### src/rtl/dto_pkg.sv
package dto_pkg;
  localparam int MAX_SLOTS = 16;

  // Lowest set position of a mask; 0 when empty.
  function automatic int oldest_set(input logic [MAX_SLOTS-1:0] m);
    int r;
    r = 0;
    for (int i = MAX_SLOTS - 1; i >= 0; i--) begin
      if (m[i]) r = i;
    end
    return r;
  endfunction

  // Slot to serve: oldest write on override when a write exists, else the head.
  function automatic int choose_slot(input logic [MAX_SLOTS-1:0] wmask,
                                     input logic override);
    if (override && (|wmask)) return oldest_set(wmask);
    return 0;
  endfunction
endpackage

### src/rtl/dto_queue.sv
module dto_queue #(
  parameter int DEPTH = 4,
  parameter int TAG_W = 2,
  localparam int IDX_W = (DEPTH > 1) ? $clog2(DEPTH) : 1,
  localparam int CNT_W = $clog2(DEPTH + 1)
) (
  input  logic                   clk,
  input  logic                   rst_n,
  input  logic                   push,
  input  logic                   push_write,
  input  logic [TAG_W-1:0]       push_tag,
  input  logic                   pop,
  input  logic [IDX_W-1:0]       pop_idx,
  output logic [CNT_W-1:0]       count,
  output logic                   full,
  output logic                   empty,
  output logic [DEPTH-1:0]       write_mask,
  output logic [DEPTH*TAG_W-1:0] slot_tags
);
  logic [DEPTH-1:0] q_w, n_w;
  logic [TAG_W-1:0] q_t [DEPTH];
  logic [TAG_W-1:0] n_t [DEPTH];
  logic [CNT_W-1:0] cnt_left, n_count;
  logic             accept;

  assign full   = (count == CNT_W'(DEPTH));
  assign empty  = (count == '0);
  assign accept = push && !full;

  always_comb begin
    cnt_left = count - CNT_W'(pop);
    for (int i = 0; i < DEPTH; i++) begin
      n_w[i] = q_w[i];
      n_t[i] = q_t[i];
      if (pop && (i >= int'(pop_idx)) && (i + 1 < DEPTH)) begin
        n_w[i] = q_w[i+1];
        n_t[i] = q_t[i+1];
      end
    end
    for (int i = 0; i < DEPTH; i++) begin
      if (accept && (i == int'(cnt_left))) begin
        n_w[i] = push_write;
        n_t[i] = push_tag;
      end
    end
    n_count = cnt_left + CNT_W'(accept);
  end

  always_ff @(posedge clk) begin
    if (!rst_n) begin
      count <= '0;
      q_w   <= '0;
      for (int i = 0; i < DEPTH; i++) q_t[i] <= '0;
    end else begin
      count <= n_count;
      q_w   <= n_w;
      for (int i = 0; i < DEPTH; i++) q_t[i] <= n_t[i];
    end
  end

  for (genvar g = 0; g < DEPTH; g++) begin : g_slot
    assign write_mask[g] = q_w[g] && (CNT_W'(g) < count);
    assign slot_tags[g*TAG_W +: TAG_W] = q_t[g];
  end
endmodule

### src/rtl/dto_pick.sv
module dto_pick #(
  parameter int DEPTH = 4,
  localparam int IDX_W = (DEPTH > 1) ? $clog2(DEPTH) : 1
) (
  input  logic [DEPTH-1:0] write_mask,
  input  logic             override,
  output logic [IDX_W-1:0] pick_idx,
  output logic             any_write
);
  import dto_pkg::*;
  logic [MAX_SLOTS-1:0] padded;

  always_comb begin
    padded = '0;
    padded[DEPTH-1:0] = write_mask;
    any_write = |write_mask;
    pick_idx  = IDX_W'(choose_slot(padded, override));
  end
endmodule

### src/rtl/dto_seq.sv
module dto_seq #(
  parameter int DEPTH = 4,
  parameter int TAG_W = 2,
  localparam int IDX_W = (DEPTH > 1) ? $clog2(DEPTH) : 1
) (
  input  logic             clk,
  input  logic             rst_n,
  input  logic             grant,
  input  logic             queue_empty,
  input  logic             done,
  input  logic [IDX_W-1:0] pick_idx,
  input  logic             pick_write,
  input  logic [TAG_W-1:0] pick_tag,
  output logic             active,
  output logic             qual_grant,
  output logic             pop,
  output logic [IDX_W-1:0] sel_idx,
  output logic             sel_write,
  output logic [TAG_W-1:0] sel_tag,
  output logic             start_pulse
);
  assign qual_grant = grant && !queue_empty && !active;
  assign pop        = done && active;

  always_ff @(posedge clk) begin
    if (!rst_n) begin
      active      <= 1'b0;
      sel_idx     <= '0;
      sel_write   <= 1'b0;
      sel_tag     <= '0;
      start_pulse <= 1'b0;
    end else begin
      start_pulse <= qual_grant;
      if (qual_grant) begin
        active    <= 1'b1;
        sel_idx   <= pick_idx;
        sel_write <= pick_write;
        sel_tag   <= pick_tag;
      end else if (pop) begin
        active <= 1'b0;
      end
    end
  end
endmodule

### src/rtl/dto_ordering_ctrl.sv
module dto_ordering_ctrl #(
  parameter int DEPTH = 4,
  parameter int TAG_W = 2
) (
  input  logic             clk,
  input  logic             rst_n,
  input  logic             enq_valid,
  input  logic             enq_is_write,
  input  logic [TAG_W-1:0] enq_tag,
  output logic             enq_ready,
  input  logic             dbus_grant,
  input  logic             write_first,
  input  logic             tenure_done,
  output logic             tenure_start,
  output logic [TAG_W-1:0] sel_tag,
  output logic             sel_is_write
);
  localparam int IDX_W = (DEPTH > 1) ? $clog2(DEPTH) : 1;
  localparam int CNT_W = $clog2(DEPTH + 1);

  logic [CNT_W-1:0]       q_count;
  logic                   q_full, q_empty;
  logic [DEPTH-1:0]       write_mask;
  logic [DEPTH*TAG_W-1:0] slot_tags;
  logic [IDX_W-1:0]       pick_idx, sel_idx;
  logic                   any_write, active, qual_grant, pop;
  logic                   pick_write;
  logic [TAG_W-1:0]       pick_tag;

  assign enq_ready  = !q_full;
  assign pick_write = write_mask[pick_idx];
  assign pick_tag   = slot_tags[pick_idx*TAG_W +: TAG_W];

  dto_queue #(.DEPTH(DEPTH), .TAG_W(TAG_W)) u_queue (
    .clk(clk), .rst_n(rst_n),
    .push(enq_valid), .push_write(enq_is_write), .push_tag(enq_tag),
    .pop(pop), .pop_idx(sel_idx),
    .count(q_count), .full(q_full), .empty(q_empty),
    .write_mask(write_mask), .slot_tags(slot_tags)
  );

  dto_pick #(.DEPTH(DEPTH)) u_pick (
    .write_mask(write_mask), .override(write_first),
    .pick_idx(pick_idx), .any_write(any_write)
  );

  dto_seq #(.DEPTH(DEPTH), .TAG_W(TAG_W)) u_seq (
    .clk(clk), .rst_n(rst_n),
    .grant(dbus_grant), .queue_empty(q_empty), .done(tenure_done),
    .pick_idx(pick_idx), .pick_write(pick_write), .pick_tag(pick_tag),
    .active(active), .qual_grant(qual_grant), .pop(pop),
    .sel_idx(sel_idx), .sel_write(sel_is_write), .sel_tag(sel_tag),
    .start_pulse(tenure_start)
  );
endmodule

### config.mk
export PLATFORM = sky130hd
export DESIGN_NAME = dto_ordering_ctrl
export DESIGN_NICKNAME = d
export VERILOG_FILES = /design/src/rtl/dto_pkg.sv /design/src/rtl/dto_queue.sv /design/src/rtl/dto_pick.sv /design/src/rtl/dto_seq.sv /design/src/rtl/dto_ordering_ctrl.sv
export SDC_FILE = /design/constraint.sdc
export NUM_CORES = 1
export LEC_CHECK = 0
export ABC_AREA = 0
export BUFFER_PORTS_ARGS = -buffer_cell sky130_fd_sc_hd__buf_2
export CAP_MARGIN = 20
export CORE_ASPECT_RATIO = 1.5
export CORE_MARGIN = 2
export CORE_UTILIZATION = 57
export DETAILED_ROUTE_END_ITERATION = 16
export GPL_TIMING_DRIVEN = 0
export PLACE_DENSITY_LB_ADDON = 0.05
export SKIP_CTS_REPAIR_TIMING = 1
export SYNTH_ARGS = -nofsm -noshare
export SYNTH_HDL_FRONTEND = slang
export SYNTH_SLANG_ARGS = --single-unit
### constraint.sdc
create_clock -name clk -period 2.5 [get_ports clk]
set_input_delay 0.25 -clock clk [delete_from_list [all_inputs] [get_ports clk]]
set_output_delay 0.25 -clock clk [all_outputs]
set_load 0.005 [all_outputs]
==> results.json, run 1 <==
{
  "status": "completed",
  "final_cells": 177,
  "avgViaCountPerCell": 6.40,
  "fmax_ghz": 0.501,
  "synthCells": 139,
  "yosys.area.top_type": "dfxtp_1",
  "finalSetupTns_ns": 0,
  "synth_area_mm2": 0.00126,
  "period_needed_ns": 2.00,
  "cp-start-kind": "flip-flop",
  "core_mm2": 0.00205,
  "synth_xor_area_frac": 0.0138,
  "required_ns": 2.70,
  "reg2reg_slack_ns": 0.50,
  "drive_above_1_share": 0.213,
  "via_count": 1132,
  "power.total_uw": 1090,
  "synth-seq-cells": 22,
  "cts_tree": "done",
  "hold_path_class": "input pin to flip-flop",
  "drc": 0,
  "grt_start_max_net_pins": 12,
  "synth_edf_count": 0,
  "overflow": 0,
  "fp-row-count": 20,
  "synth_top_flop_cell": "dfxtp_1",
  "worst-setup-path-type": "flip-flop to flip-flop",
  "drtIter0Drc": 24,
  "holdPathEnd": "u_queue.q_t[3][0]",
  "pin_count": 14,
  "dp_cells": 174,
  "cts.sinks": 22,
  "ir_worst_vdd_mv": 0.530,
  "synth.top_cell.area_share": 0.348,
  "fp.dieH_um": 61.7,
  "min-delay-start": "enq_tag[0]",
  "clock_latency_ns": 0.31,
  "yosysWarningCount": 0,
  "async_flop_share": 0,
  "clkTransAtPathRegs_ns": 0.12,
  "first_global_vias": 1070,
  "fp.dieArea_mm2": 0.00262,
  "hold_viol": 0,
  "timing.final.crit_share": 0.798,
  "tightest_slew_ns": 0.496,
  "grt_pass1_wl_um": 4750,
  "drt-total-wl_um": 2860,
  "reg2reg_from": "u_queue.count[0]",
  "htreeDepth": 1,
  "setup_viol": 0,
  "drv_slew": 0,
  "leakagePower_uw": 0.000584,
  "clockBufferDepth": 2,
  "grt_antenna_before_repair": 0,
  "endpoint_kind": "flip-flop",
  "syn-num-nets": 152,
  "gp_congestion": 0.802,
  "areaGrowthSynthToFinish_pct": 9.10,
  "portBuffers": 13,
  "antenna_left": 0,
  "crit_path_max_fanout": 6,
  "synth_simple_gate_area_frac": 0.184,
  "fin_nets": 170,
  "min_path_cells": 3,
  "syn_avg_cell_area_um2": 9.10,
  "fp.dieW_um": 42.5,
  "num-fill-cells": 189,
  "synth_fa_ha_area_frac": 0.0396,
  "synth_top_family_by_area": "compound AO/OA/AOI/OAI gates",
  "synth_cell_types": 40,
  "design_area_mm2": 0.00138,
  "maxCapViolCount": 0,
  "dp_hpwl_um": 2240,
  "postPlaceCellArea_mm2": 0.00136,
  "synthTopCellsByArea": "dfxtp_1 (35%), mux2i_1 (7.1%), nor2_1 (5.6%)",
  "reg2reg_depth": 7,
  "synth-seq-area-share": 0.348,
  "start_util": 0.616,
  "whs_ns": 0.230,
  "dr.pass1.iters": 4,
  "rsz0062_at_grt": "false",
  "fin_skew_ns": 0.000553,
  "arrival_ns": 2.19,
  "muxShareOfSynthArea": 0.0801,
  "pwr_density_cell_mw_per_mm2": 793,
  "drt-wirelength-per-cell_um": 16.2,
  "slew_headroom": 0.670,
  "cts_buffers": 3,
  "worstReg2RegEnd": "u_queue.q_t[3][0]",
  "synth-compound-area-share": 0.273,
  "grt_util_all_layers": 0.245,
  "diodes": 0,
  "cts-root-buf": "clkbuf_4"
}
-- synth_stat cells, types with 2 or more instances --
| cell type | instances |
|---|---|
| a211oi_1 | 8 |
| a21boi_0 | 2 |
| a21o_2 | 3 |
| a21oi_1 | 4 |
| a221oi_1 | 2 |
| a311oi_1 | 3 |
| a31oi_1 | 2 |
| and2_1 | 4 |
| and2_2 | 2 |
| dfxtp_1 | 22 |
| ha_1 | 4 |
| inv_1 | 11 |
| mux2i_1 | 9 |
| nand2_1 | 7 |
| nand3_1 | 2 |
| nand3b_1 | 3 |
| nor2_1 | 19 |
| nor4_1 | 2 |
| o2111ai_2 | 3 |
| o211a_1 | 2 |
| o21ai_0 | 6 |
-- where the power goes --
part           switching [uW]  internal [uW]  leakage (uW)
logic                     243            200      0.000391
registers                65.7            421      0.000179
clock network             108           56.3     0.0000138
-- cell families after synthesis --
family	count (synthesis)
muxes	10
DFF	22
adders and majority gates	4
and+or+nand+nor	44
AOI/OAI and AO/OA	42
xor gates and xnor gates	2
buffers and inverters	15
-- worst max path at each step --
stage / from / cells past startpoint / end / slack (ns)
final: u_queue.count[0] / 7 / u_queue.q_t[3][0] / 0.50
after global routing: u_queue.count[0] / 7 / u_queue.q_t[3][0] / 0.39
after CTS: u_queue.count[0] / 7 / u_queue.q_t[3][0] / 0.50
after detailed placement: tenure_done / 8 / u_queue.q_t[3][0] / 0.51
after global placement: tenure_done / 8 / u_queue.q_t[3][1] / 0.57
after floorplan: u_queue.count[0] / 7 / u_queue.q_t[3][0] / 0.76
-- cells in the final DEF (no fill, tap or decap), drive strengths merged, types with 2 or more instances in the layout --
cell type | Yosys | layout
nand3b | 3 | 3
a21oi | 4 | 4
nand3 | 2 | 2
nor2 | 19 | 19
ha | 4 | 4
a211oi | 8 | 8
dfxtp | 22 | 22
nand2 | 7 | 7
clkbuf | 2 | 5
and2 | 6 | 6
buf | 2 | 15
o41ai | 2 | 2
o21ai | 7 | 7
a31oi | 2 | 2
mux2i | 9 | 9
o211a | 2 | 2
a221oi | 2 | 2
a21o | 3 | 3
a311oi | 3 | 3
o2111ai | 3 | 3
a21boi | 2 | 2
nor4 | 2 | 2
inv | 11 | 11
-- flip-flops by register name, indices dropped and copies added (netlist names) --
name               count
u_queue.q_t            8
u_queue.q_w            4
u_queue.count          3
u_seq.sel_idx          2
u_seq.sel_tag          2
u_seq.active           1
u_seq.sel_write        1
u_seq.start_pulse      1
-- routing by layer --
layer,up-vias,routed length (um),global-route usage
met5,-,0,0
met2,32,1450,0.442
met3,12,80,0.0202
met4,0,105,0.152
met1,536,1230,0.284
li1,552,-,-
-- per-stage QoR --
stage                     utilization  setup WS (ns)
after floorplan                     -          0.757
after global placement          0.662          0.565
after detailed placement        0.662          0.507
after CTS                       0.673          0.505
after global routing            0.673          0.387
final                           0.673          0.504
-- critical path: stages, from the launching register on --
cell	delay, ns
dfxtp_1	0.45
inv_1	0.09
ha_1	0.21
ha_1	0.22
nor2_1	0.31
o2111a_1	0.34
mux2i_1	0.22
nor2_1	0.05
-- cell type report --
type,instances,area (um^2),share of cell area
Tap cell,22,27.5,0.0199
Timing Repair Buffer,13,65.1,0.0471
Multi-Input combinational cell,102,747,0.541
Clock buffer,3,22.5,0.0163
Buffer,4,36.3,0.0263
Sequential cell,22,440,0.319
Inverter,11,41.3,0.0299
No activity file was read; power rests on OpenSTA's default activity.
==> inputs of run 2 (changes only) <==
ABC_AREA = 1   (was 0)
clock period = 2 ns   (was 2.5 ns; I/O delays follow)
==> run 2 against run 1 <==
Fmax is 12% higher. Total power is 88% higher. Via count is 0.71% higher. Non-clock buffer count is 1 higher. Largest power group is now combinational cells. Cell count is 22% higher. Combinational power grew to 2.5 times the previous value. Sequential power is 43% higher. Critical path type unchanged. Die area is 5.7% higher.
==> results.json, run 2 <==
{
  "status": "completed",
  "fin_nets": 207,
  "grt_pass1_wl_um": 4550,
  "diodes": 0,
  "arrival_ns": 2.00,
  "syn-num-nets": 188,
  "drive_above_1_share": 0.259,
  "synth_xor_area_frac": 0.0205,
  "async_flop_share": 0,
  "clockBufferDepth": 2,
  "slew_headroom": 0.593,
  "synth-compound-area-share": 0.141,
  "yosysWarningCount": 0,
  "grt_start_max_net_pins": 13,
  "cp_top_family": "adder cells",
  "synth_simple_gate_area_frac": 0.379,
  "yosysMostFrequentCell": "nand2_1",
  "synth-seq-area-share": 0.328,
  "drv_slew": 0,
  "cp-start-kind": "flip-flop",
  "largest_reg_flops": 8,
  "drtIter0Drc": 43,
  "hold_path_class": "input pin to flip-flop",
  "largest_registers": "u_queue.q_t x8, u_queue.q_w x4, u_queue.count x3",
  "synth.top_cell.area_share": 0.328,
  "cts.sinks": 22,
  "drt-total-wl_um": 2530,
  "tightest_slew_ns": 0.607,
  "synth-seq-cells": 22,
  "crit_top_cell": "ha_1",
  "num-fill-cells": 209,
  "synth_area_mm2": 0.00134,
  "fp.dieH_um": 63.5,
  "core_mm2": 0.00223,
  "hold_viol": 0,
  "via_count": 1140,
  "finalSetupTns_ns": 0,
  "crit_path_max_fanout": 6,
  "htreeDepth": 1,
  "ir_worst_vdd_mv": 0.818,
  "cts_tree": "done",
  "setup_viol": 0,
  "worst-setup-path-type": "flip-flop to flip-flop",
  "setup_slack_ns": 0.212,
  "post-place-ws_ns": 0.140,
  "cts-root-buf": "clkbuf_4",
  "dp_cells": 211,
  "clock_latency_ns": 0.31,
  "dr.pass1.iters": 4,
  "drc": 0,
  "synthTopCellsByArea": "dfxtp_1 (33%), nand2_1 (11%), nor2_1 (6.4%)",
  "final_cells": 216,
  "synth_fa_ha_area_frac": 0.0372,
  "layout_common_cells": "nand2_1 (39), nor2_1 (23), inv_1 (22)",
  "first_global_vias": 1072,
  "cp_cell_sequence": "nand2_1 > inv_1 > ha_1 > ha_1 > xnor2_4 > buf_12 > nand4_2 > o21ai_1 > a21oi_1",
  "crit_buf_inv": 2,
  "post-route-util": 0.669,
  "grt_antenna_before_repair": 0,
  "timing.final.crit_share": 0.894,
  "muxShareOfSynthArea": 0,
  "fp.dieW_um": 43.6,
  "synthCells": 175,
  "max_stage_delay_ns": 0.37,
  "synth_edf_count": 0,
  "cp_slowest_cell": "dfxtp_2",
  "overflow": 0,
  "postPlaceCellArea_mm2": 0.00144,
  "clkTransAtPathRegs_ns": 0.12,
  "synth_top_flop_cell": "dfxtp_1",
  "drt-wirelength-per-cell_um": 11.7,
  "fp-row-count": 21,
  "fin_skew_ns": 0.00201,
  "period_needed_ns": 1.79,
  "pin_count": 14,
  "rsz0062_at_grt": "false",
  "cts_buffers": 3,
  "fmax_ghz": 0.559,
  "synth_commonest_cells": "nand2_1 (39), nor2_1 (23), dfxtp_1 (22), inv_1 (22), nand3_1 (10)",
  "syn_avg_cell_area_um2": 7.68,
  "antenna_left": 0,
  "maxCapViolCount": 0,
  "synth_top_family_by_area": "simple AND/OR/NAND/NOR gates",
  "dp_hpwl_um": 2100,
  "grt_util_all_layers": 0.214,
  "gp_congestion": 0.841,
  "layout_commonest_cell": "nand2_1",
  "fp.dieArea_mm2": 0.00277,
  "regMostFlops": "u_queue.q_t",
  "synth_cell_types": 31,
  "required_ns": 2.21,
  "pwr_density_cell_mw_per_mm2": 1380,
  "design_area_mm2": 0.00150,
  "yosys.area.top_type": "dfxtp_1",
  "endpoint_kind": "flip-flop",
  "leakagePower_uw": 0.000712,
  "avgViaCountPerCell": 5.28,
  "start_util": 0.602,
  "areaGrowthSynthToFinish_pct": 11.3,
  "portBuffers": 13
}
[run 2: cell types whose count changed after synthesis, moves of 8 or more]
cell,before,now
a211oi_1,8,0
nand3_1,2,10
nand2_1,7,39
inv_1,11,22
mux2i_1,9,0
[run 2: stage by stage]
| stage | total power, uW | hold slack [ns] |
|---|---|---|
| floorplan | 1580 | 0.335 |
| global placement | 1760 | 0.476 |
| detailed placement | 1790 | 0.481 |
| CTS | 2040 | 0.153 |
| global route | 2240 | 0.183 |
| finish | 2060 | 0.152 |
[run 2: path summary, 6_finish.rpt]
check / startpoint / endpoint / slack (ns) / cells past startpoint
max: u_seq.active / u_queue.q_t[3][1] / 0.21 / 9
min: enq_is_write / u_queue.q_w[1] / 0.15 / 3
max reg2reg: u_seq.active / u_queue.q_t[3][1] / 0.21 / 9
min reg2reg: u_seq.sel_idx[1] / u_seq.sel_idx[1] / 0.51 / 2
[run 2: area by class of cell]
type,count,area [um^2],share of cell area
Buffer,4,30.0,0.0201
Clock buffer,4,36.3,0.0243
Inverter,26,97.6,0.0653
Multi-Input combinational cell,123,776,0.519
Sequential cell,22,442,0.295
Tap cell,23,28.8,0.0192
Timing Repair Buffer,14,85.1,0.0569
[run 2: report_power, final]
part / switching, uW / total (uW) / internal [uW] / leakage, uW
sequential: 104 / 696 / 593 / 0.000180
clock: 136 / 248 / 111 / 0.0000210
combinational: 666 / 1120 / 450 / 0.000511
total: 907 / 2060 / 1150 / 0.000712
[run 2: cells by family (layout without fill, tap and decap cells)]
kind of cell    after synthesis  count (layout)
simple gates                 93              93
buf+inv                      30              48
compound gates               25              25
flops                        22              22
fa+ha+maj                     4               4
xor+xnor                      1               1
[run 2: routing by layer]
layer  part of all wire  global-route usage  vias up
li1                   -                   -      598
met1               0.40               0.244      517
met2               0.55               0.393       20
met3              0.030              0.0172        5
met4              0.018              0.0795        0
met5                  0                   0        -
[run 2: worst min-delay path, cell delays in order]
cell	delay, ns
buf_2	0.11
nor2_1	0.05
nor2_1	0.08
==> inputs of run 3 (changes only) <==
CORE_UTILIZATION = 60   (was 57)
clock period = 2.09 ns   (was 2 ns; I/O delays follow)
==> run 3 against run 2 <==
Count of clock-buffer cells in the layout is 1 lower. Fmax is 6.8% lower. Cell count down 0.46%. Routed wire length is 6.8% higher. Non-clock buffer count fell by 1. Sequential cell count unchanged. Critical endpoint is now u_queue.q_w[3]. Largest cell class unchanged.
==> results.json, run 3 (synthesis gave the netlist of run 2 again) <==
{
  "status": "completed",
  "whs_ns": 0.150,
  "clockBufferDepth": 2,
  "worst-setup-path-type": "flip-flop to flip-flop",
  "grt_start_max_net_pins": 14,
  "setup_viol": 0,
  "fp.dieW_um": 42.6,
  "portBuffers": 13,
  "crit_path_max_fanout": 6,
  "fp.dieArea_mm2": 0.00264,
  "switching_share": 0.434,
  "maxCapViolCount": 0,
  "fmax_ghz": 0.521,
  "dp_hpwl_um": 2140,
  "cts-root-buf": "clkbuf_4",
  "combPwrFrac": 0.512,
  "dr.pass1.iters": 4,
  "gp_congestion": 0.815,
  "largest_reg_flops": 8,
  "start_util": 0.616,
  "arrival_ns": 2.14,
  "fp-row-count": 21,
  "tightest_slew_ns": 0.585,
  "fin_nets": 206,
  "cts.sinks": 22,
  "cts_buffers": 3,
  "ir_worst_vdd_mv": 0.928,
  "power.total_uw": 2040,
  "cts_tree": "done",
  "internal_power_uw": 1150,
  "diodes": 0,
  "post-route-util": 0.683,
  "rsz0062_at_grt": "false",
  "setup_slack_ns": 0.172,
  "required_ns": 2.31,
  "areaGrowthSynthToFinish_pct": 10.9,
  "fp.dieH_um": 62.0,
  "endpoint_kind": "flip-flop",
  "grt_pass1_wl_um": 4530,
  "layout_common_cells": "nand2_1 (39), nor2_1 (23), inv_1 (22), dfxtp_1 (22), buf_2 (13)",
  "p_seq_frac": 0.324,
  "largest_registers": "u_queue.q_t x8, u_queue.q_w x4, u_queue.count x3",
  "pwr_density_cell_mw_per_mm2": 1370,
  "grt_antenna_before_repair": 0,
  "drc": 0,
  "avgViaCountPerCell": 5.36,
  "drt-total-wl_um": 2700,
  "reg2reg_depth": 8,
  "timing.final.crit_share": 0.918,
  "layout_commonest_cell": "nand2_1",
  "core_mm2": 0.00218,
  "grt_util_all_layers": 0.231,
  "slew_headroom": 0.607,
  "regMostFlops": "u_queue.q_t",
  "hold_path_class": "input pin to flip-flop",
  "clkTransAtPathRegs_ns": 0.13,
  "first_global_vias": 1109,
  "drive_above_1_share": 0.250,
  "hold_viol": 0,
  "via_count": 1153,
  "pin_count": 14,
  "leakagePower_uw": 0.000709,
  "pwr-share-clk": 0.164,
  "drv_slew": 0,
  "period_needed_ns": 1.92,
  "min_path_cells": 3,
  "overflow": 0,
  "finalSetupTns_ns": 0,
  "cp-start-kind": "flip-flop",
  "antenna_left": 0,
  "htreeDepth": 1,
  "clock_latency_ns": 0.32,
  "drtIter0Drc": 20,
  "drt-wirelength-per-cell_um": 12.6,
  "fin_skew_ns": 0.00788,
  "post-place-ws_ns": 0.162,
  "power_switching_uw": 886,
  "num-fill-cells": 190
}
-- run 3: through the flow --
stage | std cells | area (um^2)
after floorplan | 175 | 1340
after global placement | 211 | 1440
after detailed placement | 211 | 1440
after CTS | 215 | 1490
after global routing | 215 | 1490
final | 215 | 1490
-- run 3: final timing paths --
| kind | from | endpoint | slack (ns) |
|---|---|---|---|
| setup reg to reg | u_seq.active | u_queue.q_w[3] | 0.17 |
| setup / recovery | u_seq.active | u_queue.q_w[3] | 0.17 |
| hold reg to reg | u_seq.sel_idx[1] | u_seq.sel_idx[1] | 0.50 |
| hold / removal | enq_tag[0] | u_queue.q_t[2][0] | 0.15 |
-- run 3: power groups by stage --
stage | clock network [uW] | registers (uW) | logic [uW]
floorplan | 0 | 662 | 851
global route | 351 | 680 | 1170
CTS | 340 | 663 | 1050
detailed placement | 0 | 672 | 1040
global placement | 0 | 669 | 996
finish | 334 | 661 | 1040
-- run 3: worst max-delay path: stages (launching register included) --
cell,delay [ns]
dfxtp_1,0.39
nand2_1,0.10
inv_1,0.07
ha_1,0.19
ha_1,0.24
xnor2_4,0.34
nand4_2,0.24
o21ai_1,0.19
a21oi_1,0.05
-- run 3: final cells by class --
class	instances	area [um^2]	area share
inverters	26	97.6	0.0655
clock buffers	3	22.5	0.0151
repair buffers	13	65.1	0.0437
multi-input cells	123	776	0.521
plain buffers	4	30.0	0.0202
well taps	23	28.8	0.0193
flip-flops and latches	22	440	0.296
clock inverters	1	30.0	0.0202
-- run 3: routing by layer --
layer / share of wire / global-route usage / up-vias
li1: - / - / 598
met1: 0.41 / 0.248 / 521
met2: 0.53 / 0.437 / 25
met3: 0.028 / 0.0202 / 9
met4: 0.031 / 0.138 / 0
met5: 0 / 0 / -
